[config.mk]
export PLATFORM = sky130hd
export DESIGN_NAME = irq_pin_tracker
export DESIGN_NICKNAME = d
export VERILOG_FILES = /design/src/rtl/irq_trk_pkg.sv /design/src/rtl/irq_lsb_pick.sv /design/src/rtl/irq_pin_cell.sv /design/src/rtl/irq_eoi_match.sv /design/src/rtl/irq_dlv_slot.sv /design/src/rtl/irq_pin_tracker.sv
export SDC_FILE = /design/constraint.sdc
export NUM_CORES = 1
export LEC_CHECK = 0
export BUFFER_PORTS_ARGS = -buffer_cell sky130_fd_sc_hd__buf_2
export CAP_MARGIN = 20
export CORE_ASPECT_RATIO = 0.75
export CORE_MARGIN = 10
export CORE_UTILIZATION = 48
export CTS_CLUSTER_DIAMETER = 80
export CTS_CLUSTER_SIZE = 8
export DETAILED_ROUTE_END_ITERATION = 6
export PLACE_DENSITY = 0.87
export SYNTH_ARGS = -nofsm -noshare
export SYNTH_HDL_FRONTEND = slang
export SYNTH_SLANG_ARGS = --single-unit
export TNS_END_PERCENT = 20
[constraint.sdc]
create_clock -name clk_i -period 2.3 [get_ports clk_i]
set_input_delay 0.345 -clock clk_i [delete_from_list [all_inputs] [get_ports clk_i]]
set_output_delay 0.345 -clock clk_i [all_outputs]
set_load 0.03 [all_outputs]
[src/rtl/irq_trk_pkg.sv]
package irq_trk_pkg;
  localparam logic TRIG_EDGE  = 1'b0;
  localparam logic TRIG_LEVEL = 1'b1;

  function automatic int idx_width(input int n);
    return (n > 1) ? $clog2(n) : 1;
  endfunction
endpackage

[src/rtl/irq_lsb_pick.sv]
module irq_lsb_pick #(
  parameter int N  = 4,
  parameter int IW = 2
) (
  input  logic [N-1:0]  req_i,
  output logic          found_o,
  output logic [IW-1:0] idx_o,
  output logic [N-1:0]  onehot_o
);
  always_comb begin
    found_o = 1'b0;
    idx_o   = '0;
    for (int i = N - 1; i >= 0; i--) begin
      if (req_i[i]) begin
        found_o = 1'b1;
        idx_o   = IW'(i);
      end
    end
  end

  // isolate lowest set bit
  assign onehot_o = req_i & ~(req_i - N'(1));
endmodule

[src/rtl/irq_pin_cell.sv]
module irq_pin_cell
  import irq_trk_pkg::*;
(
  input  logic clk_i,
  input  logic rst_ni,
  input  logic pin_raw_i,
  input  logic polarity_i,
  input  logic lvl_trig_i,
  input  logic mask_i,
  input  logic claim_i,
  input  logic eoi_clr_i,
  output logic want_o,
  output logic rirr_o
);
  logic eff, eff_q, rise;
  logic pend_q, pend_d;
  logic rirr_q, rirr_d;

  assign eff  = pin_raw_i ^ polarity_i;
  assign rise = eff & ~eff_q;

  always_comb begin
    if (lvl_trig_i == TRIG_LEVEL) pend_d = eff;
    else                          pend_d = (pend_q & ~claim_i) | (rise & ~mask_i);
  end

  always_comb begin
    rirr_d = rirr_q;
    if (claim_i && lvl_trig_i == TRIG_LEVEL) rirr_d = 1'b1;
    else if (eoi_clr_i)                      rirr_d = 1'b0;
  end

  always_ff @(posedge clk_i or negedge rst_ni) begin
    if (!rst_ni) begin
      eff_q  <= 1'b0;
      pend_q <= 1'b0;
      rirr_q <= 1'b0;
    end else begin
      eff_q  <= eff;
      pend_q <= pend_d;
      rirr_q <= rirr_d;
    end
  end

  // edge: mask is applied at capture; level: mask and remote-IRR gate the request
  assign want_o = (lvl_trig_i == TRIG_LEVEL) ? (pend_q & ~mask_i & ~rirr_q) : pend_q;
  assign rirr_o = rirr_q;

  p_rirr_set_by_claim_r2: assert property (@(posedge clk_i) disable iff (!rst_ni)
    $rose(rirr_q) |-> $past(claim_i && lvl_trig_i == TRIG_LEVEL));

  p_eoi_clears_r7: assert property (@(posedge clk_i) disable iff (!rst_ni)
    (eoi_clr_i && !claim_i) |=> !rirr_q);

  p_edge_keeps_rirr_r4: assert property (@(posedge clk_i) disable iff (!rst_ni)
    (lvl_trig_i == TRIG_EDGE && !rirr_q && !$isunknown(claim_i)) |=> !$rose(rirr_q));
endmodule

[src/rtl/irq_eoi_match.sv]
module irq_eoi_match #(
  parameter int NUM_PINS = 24,
  parameter int VEC_W    = 8,
  parameter int PIN_W    = 5
) (
  input  logic                      clk_i,
  input  logic                      rst_ni,
  input  logic                      eoi_valid_i,
  input  logic [VEC_W-1:0]          eoi_vector_i,
  input  logic [NUM_PINS*VEC_W-1:0] vector_i,
  output logic [NUM_PINS-1:0]       clr_o,
  output logic                      miss_o
);
  logic [NUM_PINS-1:0] hit, first_hit;
  logic                any_hit;
  logic [PIN_W-1:0]    hit_idx;
  logic                miss_q;

  for (genvar g = 0; g < NUM_PINS; g++) begin : g_cmp
    assign hit[g] = (vector_i[g*VEC_W +: VEC_W] == eoi_vector_i);
  end

  irq_lsb_pick #(.N(NUM_PINS), .IW(PIN_W)) u_pick (
    .req_i   (hit),
    .found_o (any_hit),
    .idx_o   (hit_idx),
    .onehot_o(first_hit)
  );

  assign clr_o = eoi_valid_i ? first_hit : '0;

  always_ff @(posedge clk_i or negedge rst_ni) begin
    if (!rst_ni) miss_q <= 1'b0;
    else         miss_q <= eoi_valid_i & ~any_hit;
  end

  assign miss_o = miss_q;

  p_clr_single_r7: assert property (@(posedge clk_i) disable iff (!rst_ni)
    $onehot0(clr_o));

  p_miss_only_after_eoi_r9: assert property (@(posedge clk_i) disable iff (!rst_ni)
    miss_q |-> $past(eoi_valid_i));

  p_miss_means_no_clr_r9: assert property (@(posedge clk_i) disable iff (!rst_ni)
    (eoi_valid_i && !any_hit) |-> (clr_o == '0));

  p_idx_in_range_r7: assert property (@(posedge clk_i) disable iff (!rst_ni)
    any_hit |-> (int'(hit_idx) < NUM_PINS));
endmodule

[src/rtl/irq_dlv_slot.sv]
module irq_dlv_slot #(
  parameter int NUM_PINS = 24,
  parameter int PIN_W    = 5
) (
  input  logic                clk_i,
  input  logic                rst_ni,
  input  logic [NUM_PINS-1:0] want_i,
  input  logic                ready_i,
  output logic                valid_o,
  output logic [PIN_W-1:0]    pin_o,
  output logic [NUM_PINS-1:0] claim_o
);
  logic             valid_q;
  logic [PIN_W-1:0] pin_q;
  logic             load, found;
  logic [PIN_W-1:0] pick_idx;
  logic [NUM_PINS-1:0] pick_oh;

  irq_lsb_pick #(.N(NUM_PINS), .IW(PIN_W)) u_pick (
    .req_i   (want_i),
    .found_o (found),
    .idx_o   (pick_idx),
    .onehot_o(pick_oh)
  );

  // refill when empty or draining this cycle
  assign load    = ~valid_q | ready_i;
  assign claim_o = (load && found) ? pick_oh : '0;

  always_ff @(posedge clk_i or negedge rst_ni) begin
    if (!rst_ni) begin
      valid_q <= 1'b0;
      pin_q   <= '0;
    end else if (load) begin
      valid_q <= found;
      if (found) pin_q <= pick_idx;
    end
  end

  assign valid_o = valid_q;
  assign pin_o   = pin_q;

  p_hold_r10: assert property (@(posedge clk_i) disable iff (!rst_ni)
    (valid_q && !ready_i) |=> (valid_q && $stable(pin_q)));

  p_claim_single_r11: assert property (@(posedge clk_i) disable iff (!rst_ni)
    $onehot0(claim_o));

  p_pin_range_r11: assert property (@(posedge clk_i) disable iff (!rst_ni)
    valid_q |-> (int'(pin_q) < NUM_PINS));
endmodule

[src/rtl/irq_pin_tracker.sv]
module irq_pin_tracker
  import irq_trk_pkg::*;
#(
  parameter int NUM_PINS = 24,
  parameter int VEC_W    = 8,
  localparam int PIN_W   = idx_width(NUM_PINS)
) (
  input  logic                      clk_i,
  input  logic                      rst_ni,
  input  logic [NUM_PINS-1:0]       pin_raw_i,
  input  logic [NUM_PINS-1:0]       polarity_i,
  input  logic [NUM_PINS-1:0]       lvl_trig_i,
  input  logic [NUM_PINS-1:0]       mask_i,
  input  logic [NUM_PINS*VEC_W-1:0] vector_i,
  output logic                      dlv_valid_o,
  input  logic                      dlv_ready_i,
  output logic [PIN_W-1:0]          dlv_pin_o,
  input  logic                      eoi_valid_i,
  input  logic [VEC_W-1:0]          eoi_vector_i,
  output logic                      eoi_miss_o,
  output logic [NUM_PINS-1:0]       remote_irr_o
);
  logic [NUM_PINS-1:0] want, claim, eoi_clr, rirr;

  for (genvar g = 0; g < NUM_PINS; g++) begin : g_pin
    irq_pin_cell u_cell (
      .clk_i     (clk_i),
      .rst_ni    (rst_ni),
      .pin_raw_i (pin_raw_i[g]),
      .polarity_i(polarity_i[g]),
      .lvl_trig_i(lvl_trig_i[g]),
      .mask_i    (mask_i[g]),
      .claim_i   (claim[g]),
      .eoi_clr_i (eoi_clr[g]),
      .want_o    (want[g]),
      .rirr_o    (rirr[g])
    );
  end

  irq_dlv_slot #(.NUM_PINS(NUM_PINS), .PIN_W(PIN_W)) u_slot (
    .clk_i  (clk_i),
    .rst_ni (rst_ni),
    .want_i (want),
    .ready_i(dlv_ready_i),
    .valid_o(dlv_valid_o),
    .pin_o  (dlv_pin_o),
    .claim_o(claim)
  );

  irq_eoi_match #(.NUM_PINS(NUM_PINS), .VEC_W(VEC_W), .PIN_W(PIN_W)) u_eoi (
    .clk_i       (clk_i),
    .rst_ni      (rst_ni),
    .eoi_valid_i (eoi_valid_i),
    .eoi_vector_i(eoi_vector_i),
    .vector_i    (vector_i),
    .clr_o       (eoi_clr),
    .miss_o      (eoi_miss_o)
  );

  assign remote_irr_o = rirr;

  p_miss_pulse_r9: assert property (@(posedge clk_i) disable iff (!rst_ni)
    eoi_miss_o |=> (!eoi_miss_o || $past(eoi_valid_i)));

  p_miss_keeps_rirr_r9: assert property (@(posedge clk_i) disable iff (!rst_ni)
    (eoi_valid_i && eoi_clr == '0 && claim == '0) |=> $stable(remote_irr_o));
endmodule

======== Word level (Yosys, flattened, before mapping) ========
Index checks and enable logic that the tools add are counted.
storage, ports and cells
  logic and storage cells ................. 593
  bits of input ports ..................... 300
  register bits ........................... 79
  output and inout bits ................... 31
operators by class
  $add $sub $neg .......................... 2
  equality and inequality tests ........... 24
  bitwise logic cells ..................... 272
  reduce and logical (&&, ||, !) cells .... 50
  mux-type cells .......................... 170
operator list
  operator                 count
  $eq A8 B8 Y1             24
  $mux W1                  144
  $and A1 B1 Y1            121
  $mux W5                  24
  $not A1 Y1               98
  $and A24 B24 Y24         2
  $mux W24                 2
  $not A24 Y24             2
  $reduce_bool A2 Y1       24
  $sub A24 B1 Y24 const B  2
  $logic_and A1 B1 Y1      25
  $or A1 B1 Y1             25
  $xor A1 B1 Y1            24
  $reduce_and A2 Y1        1

======== Longest topological paths before layout ========
Gate-level depths: netlist of the first run.
  word-level depth ........................ 34
  gate-level depth with buffers ........... 10
  depth with buffers taken out ............ 7

======== Hierarchy ========
A second synthesis of the first run with hierarchy kept.
second synthesis, totals
  cells, all modules ...................... 807
  area, all modules ....................... 7176.9 µm²
modules (own cells, without submodules)
  module         area an instance (µm²)  sequential area each (µm²)  cells an instance  times used
  irq_pin_cell   127.6                   75.1                        12                 24
  irq_eoi_match  2556.2                  25.0                        316                1
  irq_lsb_pick   560.5                   0.0                         80                 2
  irq_dlv_slot   436.7                   150.1                       43                 1

======== Worst setup path after synthesis of the first run ========
No wires, ideal clock.
  kind .................................... input -> register
  start point ............................. input port eoi_vector_i[3]
  end point ............................... register g_pin[15].u_cell.rirr_q
  stages .................................. 9
  path buffers ............................ 2
  arrival time ............................ 1.804 ns
  setup slack ............................. 0.363 ns
  data required time ...................... 2.166 ns
  setup time .............................. 0.134 ns
  cells stage by stage .................... buf_6 buf_12 xnor2_1 nand4_1 nor2_1 nor3_4 nand3_4 o41ai_1 o21ai_1
on the way
  cells in the longest elaborated chain, start to end .. 6
  elaborated cells on any way between the ends .. 21
  those cells by class .................... add/sub (1); eq/ne (16); mux (1); bitwise (2); reduce/logical (1)
RTL lines
  what                            line                   RTL
  from (decl)                     irq_pin_tracker.sv:19  input logic [VEC_W-1:0] eoi_vector_i,
  $eq A8 B8 Y1                    irq_eoi_match.sv:20    assign hit[g] = (vector_i[g*VEC_W +: VEC_W] == eoi_vector_i);
  $sub A24 B1 Y24                 irq_lsb_pick.sv:22     assign onehot_o = req_i & ~(req_i - N'(1));
  $not A24 Y24                    irq_lsb_pick.sv:22
  $and A24 B24 Y24 *              irq_lsb_pick.sv:22
  $mux W24 *                      irq_eoi_match.sv:30    assign clr_o = eoi_valid_i ? first_hit : '0;
  $reduce_bool A2 Y1 (no line) *  --
  to (signal assigned)            irq_pin_cell.sv:41     rirr_q <= rirr_d;
  to (decl)                       irq_pin_cell.sv:17     logic rirr_q, rirr_d;
Mark *: on every way between the ends. The rest lies on a longest branch, timed or not.
A chain may end at the register's enable or synchronous reset.

======== Worst setup path in the final report of the first run ========
  start point ............................. register g_pin[9].u_cell.rirr_q
  end point ............................... register g_pin[5].u_cell.pend_q
on the way
  cells in the longest elaborated chain, start to end .. 19
RTL lines
  what                              line                RTL
  from (decl)                       irq_pin_cell.sv:17
  from (signal assigned)            irq_pin_cell.sv:41
  $not A1 Y1                        irq_pin_cell.sv:46  assign want_o = (lvl_trig_i == TRIG_LEVEL) ? (pend_q & ~mask_i & ~rirr_q) : pend_q;
  $and A1 B1 Y1                     irq_pin_cell.sv:46
  $mux W1                           irq_pin_cell.sv:46
  $mux W1 (10 in a row)             irq_lsb_pick.sv:14  if (req_i[i]) begin
  $logic_and A1 B1 Y1               irq_dlv_slot.sv:28  assign claim_o = (load && found) ? pick_oh : '0;
  $mux W24                          irq_dlv_slot.sv:28
  $not A1 Y1                        irq_pin_cell.sv:24  else pend_d = (pend_q & ~claim_i) | (rise & ~mask_i);
  $and A1 B1 Y1                     irq_pin_cell.sv:24
  $or A1 B1 Y1                      irq_pin_cell.sv:24
  $mux W1                           irq_pin_cell.sv:23  if (lvl_trig_i == TRIG_LEVEL) pend_d = eff;
  named net g_pin[5].u_cell.pend_d  irq_pin_cell.sv:16  logic pend_q, pend_d;
  to (signal assigned)              irq_pin_cell.sv:40  pend_q <= pend_d;
  to (decl)                         irq_pin_cell.sv:16
The timed path passes the listed nets, and every way through them passes these cells.

==> metrics.yaml, run 1 <==
grt_pass1_wl_um: 40500
areaGrowthSynthToFinish_pct: 33.3
synth.avg_cell_area_sq_um: 9.25
final_cell_mix: "buf_2, xor2_1, xnor2_1"
clk_pin_slew_ns: 0.06
rows: 37
synth_edf_count: 0
nets: 1391
via_count: 7061
initial_core_util_pct: 49.3
wl_um: 26700
pwr-share-clk_pct: 29.4
cts-root-buf: "clkbuf_16"
worst_ep_arrival_time_ns: 2.52
finClkSkew_ns: 0.00811
fin_crit_ns: 2.24
crit_path_start_kind: "flip-flop"
fp.dieArea_sq_um: 19400
antenna_found_initial: 4
cts_buffers: 9
final_layout_size_suffix_gt1_share_pct: 39.8
report.final.slew_viol_count: 0
post_cts_buffers: 0
port_buffers: 330
leakage_nw: 4.35
p_int_mw: 3.41
post-route-drc-count: 0
place_congestion: 0.972
synth_cell_types: 62
synth_top_area_share_pct: 28.9
final_antenna_net_count: 0
tritoncts: "done"
cp.required_ns: 2.58
run_status: "completed"
powerDensity_nw_per_um2: 582
grt_max_degree: 41
track_usage_pct: 26.6
netSwitchingFraction_pct: 35.7
wl_per_cell_um: 21.0
h-tree-depth: 3
layout_commonest_cell: "buf_2"
crit_type: "flip-flop to flip-flop"
seqCellArea_sq_um: 1980
hpwl_um: 23100
fin_crit_sh_pct: 97.5
irDropWorstVdd_v: 0.000461
fmax_ghz: 0.446
fp.dieH_um: 123
finalPower_mw: 5.30
end_kind: "flip-flop"
drv_cap: 0
ys_ff_latch: 79
ys_seq_area_share_pct: 28.9
n_fill_cell: 1140
seq_power_share_pct: 33.5
tns_ns: 0
synthesis.area_sq_um: 6830
synth_top_cell_by_area: "dfrtp_1"
rsz0062_at_grt: "true"
hold_viol: 0
synth.area.top_cells: "dfrtp_1, xor2_1, xnor2_1"
slew-limit-headroom_pct: 62.7
ys.flop_type: "dfrtp_1"
tightest_slew_ns: 0.554
synth_fp_nets: 1038
io_pins: 331
cts_buffer_depth: 2
syn_inst: 738
cts.sinks: 79
drt-vias-per-instance: 5.55
insertion_delay_ns: 0.34
power_frac_comb_pct: 37.0
worst-path-max-fanout: 8
die_x_um: 158
grt_pass1_vias: 7537
drt-initial-drc-count: 498
synthArstFlopShare_pct: 100
overflow: 0
ys_warn_count: 0
coreArea_sq_um: 13800
finalSetupViolCount: 0
hold_path_class: "input pin to flip-flop"
p_sw_mw: 1.89
first_pass_iters: 5
multiInputGateArea_sq_um: 4270
[final timing paths]
check | start | endpoint | slack, ns | cells past startpoint
setup reg to reg | g_pin[9].u_cell.rirr_o | g_pin[5].u_cell.pend_q | 0.06 | 8
hold reg to reg | u_slot.pin_o[0] | u_slot.pin_o[0] | 0.49 | 1
max in group asynchronous | rst_ni | g_pin[9].u_cell.pend_q | 1.16 | 3
min in group asynchronous | rst_ni | g_pin[17].u_cell.eff_q | 0.53 | 2
setup / recovery | g_pin[9].u_cell.rirr_o | g_pin[5].u_cell.pend_q | 0.06 | 8
hold / removal | pin_raw_i[15] | g_pin[15].u_cell.eff_q | 0.19 | 2
[per-stage QoR]
stage	util (%)	instances	hold WS [ns]	cell area, sq um	worst slack [ns]
after global routing	65.7	1272	0.183	9100	-0.0238
after detailed placement	63.2	1254	0.357	8740	-0.103
final	65.8	1273	0.191	9100	0.0575
after global placement	63.2	1254	0.350	8740	-0.159
after CTS	65.6	1271	0.182	9080	0.116
after floorplan	-	738	0.0494	6830	0.363
[layout make-up]
cell class	instances	share of cell area, %
sequential	79	21.7
antenna	2	0.0550
timing repair buffer	391	24.7
inverter	16	0.660
multi-input combinational	594	46.9
clock inverter	5	0.893
clock buffer	11	2.67
tap	175	2.41
[logic make-up (layout without fill, tap and decap cells)]
family,count (synthesis),in the layout,synth area share [%]
AND/OR/NAND/NOR,233,233,19.1
XOR/XNOR,216,216,27.7
AO/OA/AOI/OAI,145,145,15.4
flip-flops,79,79,28.9
buffers and inverters,65,423,8.87
other,0,2,0
[critical path, stage by stage, from the launching register on]
cell,delay (ns)
dfrtp_1,0.42
o21ai_0,0.15
a22oi_2,0.20
nand3_1,0.35
o41ai_4,0.46
buf_4,0.24
nor2_1,0.08
nand2_1,0.11
a32o_1,0.17
[sequential cells by signal, summed over array words and instances, names as in the netlist]
| register | count |
|---|---|
| g_pin.u_cell.eff_q | 24 |
| g_pin.u_cell.pend_q | 24 |
| g_pin.u_cell.rirr_o | 24 |
| u_eoi.miss_o | 1 |
| u_slot.pin_o | 5 |
| u_slot.valid_o | 1 |
[Yosys cell counts (3+ instances only)]
library cell,n
xor2_1,136
xnor2_1,80
dfrtp_1,79
nand2_1,76
o21ai_0,50
nor2_1,33
nand4_1,30
nor4_1,29
buf_4,25
o21ai_1,20
o31ai_1,18
inv_1,16
buf_12,10
nand2b_1,10
nand3_1,10
a21oi_1,9
a32o_1,9
buf_6,8
o41ai_1,8
and2_1,7
a22oi_4,5
nor2b_1,5
a22oi_2,4
a31oi_1,4
nand3b_1,4
and3_1,3
buf_8,3
clkbuf_4,3
nor3_1,3
[power groups by stage]
stage               clock network (mW)  logic (mW)  registers, mW
floorplan                            0        1.22           1.79
global placement                     0        1.90           1.79
detailed placement                   0        1.93           1.79
CTS                               1.57        1.95           1.77
global route                      1.65        2.12           1.80
finish                            1.56        1.96           1.78
[what timing repair did]
item / 4_1_cts / 5_1_grt
endpoints found under the hold margin: 12 / 0
hold buffers: 1 / 0
setup endpoints to repair: 0 / 8
resized for setup: 0 / 3
[layer usage]
layer / GRT usage, % / share of wire, % / up-vias
met5: 0 / 0.10 / -
met4: 6.12 / 1.8 / 4
met3: 10.3 / 11 / 44
met2: 45.6 / 48 / 362
met1: 30.8 / 39 / 3367
li1: - / - / 3284
Note: power is estimated with default switching activity, not from simulation.
==> run 2, diff against run 1 <==
Settings changed: CORE_UTILIZATION 48 to 51, PLACE_DENSITY 0.87 to 0.91.
Clock period 2.3 ns to 2.6 ns, I/O delays scaled along.
==> metrics.yaml, run 2 (synthesized netlist as in run 1, its figures left out) <==
cp_cell_sequence: "o21ai_1 -> a22oi_4 -> nand4_4 -> o41ai_4 -> nor3_1 -> a211o_1 -> nand2_1"
wl_um: 26200  # -1.7%
post-route-drc-count: 0  # unchanged
worst-path-max-fanout: 9  # +1
tns_ns: 0  # unchanged
hpwl_um: 22400  # -2.7%
finClkSkew_ns: 0.00853  # +0.000416 ns
end_kind: "flip-flop"
first_pass_iters: 5  # unchanged
post_cts_buffers: 0  # unchanged
post_cts_resized: 0  # unchanged
overflow: 0  # unchanged
drv_cap: 0  # unchanged
hold_path_class: "input pin to asynchronous set/reset pin"
tritoncts: "done"
tightest_slew_ns: 0.700  # +0.146 ns
insertion_delay_ns: 0.35  # about the same
finalSetupViolCount: 0  # unchanged
final_layout_size_suffix_gt1_share_pct: 37.9  # -1.9 points
track_usage_pct: 27.0  # +0.38 points
report.final.slew_viol_count: 0  # unchanged
coreArea_sq_um: 13100  # -5.6%
postCtsHoldBufs: 0  # -1
place_congestion: 1.01  # +4.1%
grt_pass1_wl_um: 40000  # -1.3%
slew-limit-headroom_pct: 53.3  # -9.4 points
io_pins: 331  # unchanged
antenna_found_initial: 1  # -3
rows: 36  # -2.7%
irDropWorstVdd_v: 0.000526  # +14%
cts.sinks: 79  # unchanged
crit_type: "flip-flop to flip-flop"
cts_buffer_depth: 2  # unchanged
leakage_nw: 4.14  # -4.8%
fp.dieH_um: 120  # -2.5%
drt-initial-drc-count: 447  # -10%
cts-root-buf: "clkbuf_16"
fp.dieArea_sq_um: 18500  # -5.0%
final_cell_mix: "buf_2, xor2_1, xnor2_1"
fmax_ghz: 0.424  # -4.9%
h-tree-depth: 3  # unchanged
drt-vias-per-instance: 5.60  # +0.87%
via_count: 6910  # -2.1%
fin_crit_sh_pct: 90.7  # -6.8 points
areaGrowthSynthToFinish_pct: 27.4
layout_commonest_cell: "buf_2"
worst_ep_arrival_time_ns: 2.64  # +0.12 ns
port_buffers: 330  # unchanged
hold_viol: 0  # unchanged
crit_path_start_kind: "flip-flop"
timing.rr.start: "g_pin[16].u_cell.rirr_o"
clk_pin_slew_ns: 0.06  # about the same
nets: 1358  # -2.4%
r2r_slack_ns: 0.24  # +0.19 ns
critPathSlowestCell: "o41ai_4"
run_status: "completed"
fin_crit_ns: 2.36  # +0.115 ns
grt_max_degree: 53  # +29%
utilization_pct: 66.6  # +0.86 points
cts_buffers: 9  # unchanged
wl_per_cell_um: 21.2  # +1.3%
reg2regPathDepth: 7  # -1
initial_core_util_pct: 52.3  # +2.9 points
cp.required_ns: 2.88  # +0.30 ns
die_x_um: 154  # -2.6%
reg2reg_to: "g_pin[7].u_cell.pend_q"
powerDensity_nw_per_um2: 512  # -12%
grt_pass1_vias: 7302  # -3.1%
rsz0062_at_grt: "false"
final_antenna_net_count: 0  # unchanged
cp_slowest_stage_delay_ns: 0.57  # +0.11 ns
## run 2: changes by cell type in the layout (fill, tap and decap cells not counted), moves of 2 or more
cell / previous run / this run
inv_6: 0 / 4
bufinv_16: 2 / 0
buf_4: 50 / 25
buf_12: 11 / 4
## run 2: cell type report
| cell class | count | area, sq um |
|---|---|---|
| sequential | 79 | 1980 |
| multi-input combinational | 594 | 4250 |
| timing repair buffer | 358 | 1910 |
| inverter | 16 | 60.1 |
| clock buffer | 9 | 225 |
| clock inverter | 7 | 62.6 |
| fill | 1071 | 4360 |
| tap | 171 | 214 |
| antenna | 1 | 2.50 |
## run 2: worst max path at each step
stage | startpoint | endpoint | slack, ns | cells past startpoint
2_1_floorplan | eoi_vector_i[3] | g_pin[15].u_cell.rirr_o | 0.62 | 9
3_3_place_gp | eoi_vector_i[2] | u_eoi.miss_o | 0.12 | 8
3_5_place_dp | eoi_vector_i[0] | u_eoi.miss_o | 0.08 | 9
4_1_cts | g_pin[16].u_cell.rirr_o | u_slot.pin_o[0] | 0.25 | 7
5_1_grt | g_pin[9].u_cell.rirr_o | u_slot.pin_o[0] | 0.12 | 7
6_report | g_pin[16].u_cell.rirr_o | g_pin[7].u_cell.pend_q | 0.24 | 7
## run 2: per-layer routing
metal  wire, um  GRT usage, %
met3       2850          9.14
met2      12700          46.0
met4        561          7.42
met5          0             0
met1      10100          31.8
## run 2: metrics by stage
step / power, mW / hold slack [ns] / worst slack (ns) / instance area [sq um] / std cells
6_report: 4.46 / 0.0850 / 0.243 / 8700 / 1235
5_1_grt: 4.69 / 0.153 / 0.121 / 8700 / 1234
4_1_cts: 4.46 / 0.115 / 0.250 / 8700 / 1234
3_5_place_dp: 3.21 / 0.479 / 0.0779 / 8410 / 1218
3_3_place_gp: 3.18 / 0.462 / 0.117 / 8410 / 1218
2_1_floorplan: 2.66 / 0.0944 / 0.618 / 6830 / 738
## run 2: worst max-delay path, delay by kind of cell (launching register included)
kind             cells  cell delay, ns
AO/OA/AOI/OAI        4            1.36
AND/OR/NAND/NOR      3            0.50
flip-flops           1            0.43
## run 2: power breakdown
| group | switching, mW | internal [mW] | leakage [nW] |
|---|---|---|---|
| sequential | 0.187 | 1.41 | 0.949 |
| combinational | 0.960 | 0.659 | 3.05 |
| clock | 0.572 | 0.669 | 0.139 |
| total | 1.72 | 2.74 | 4.14 |
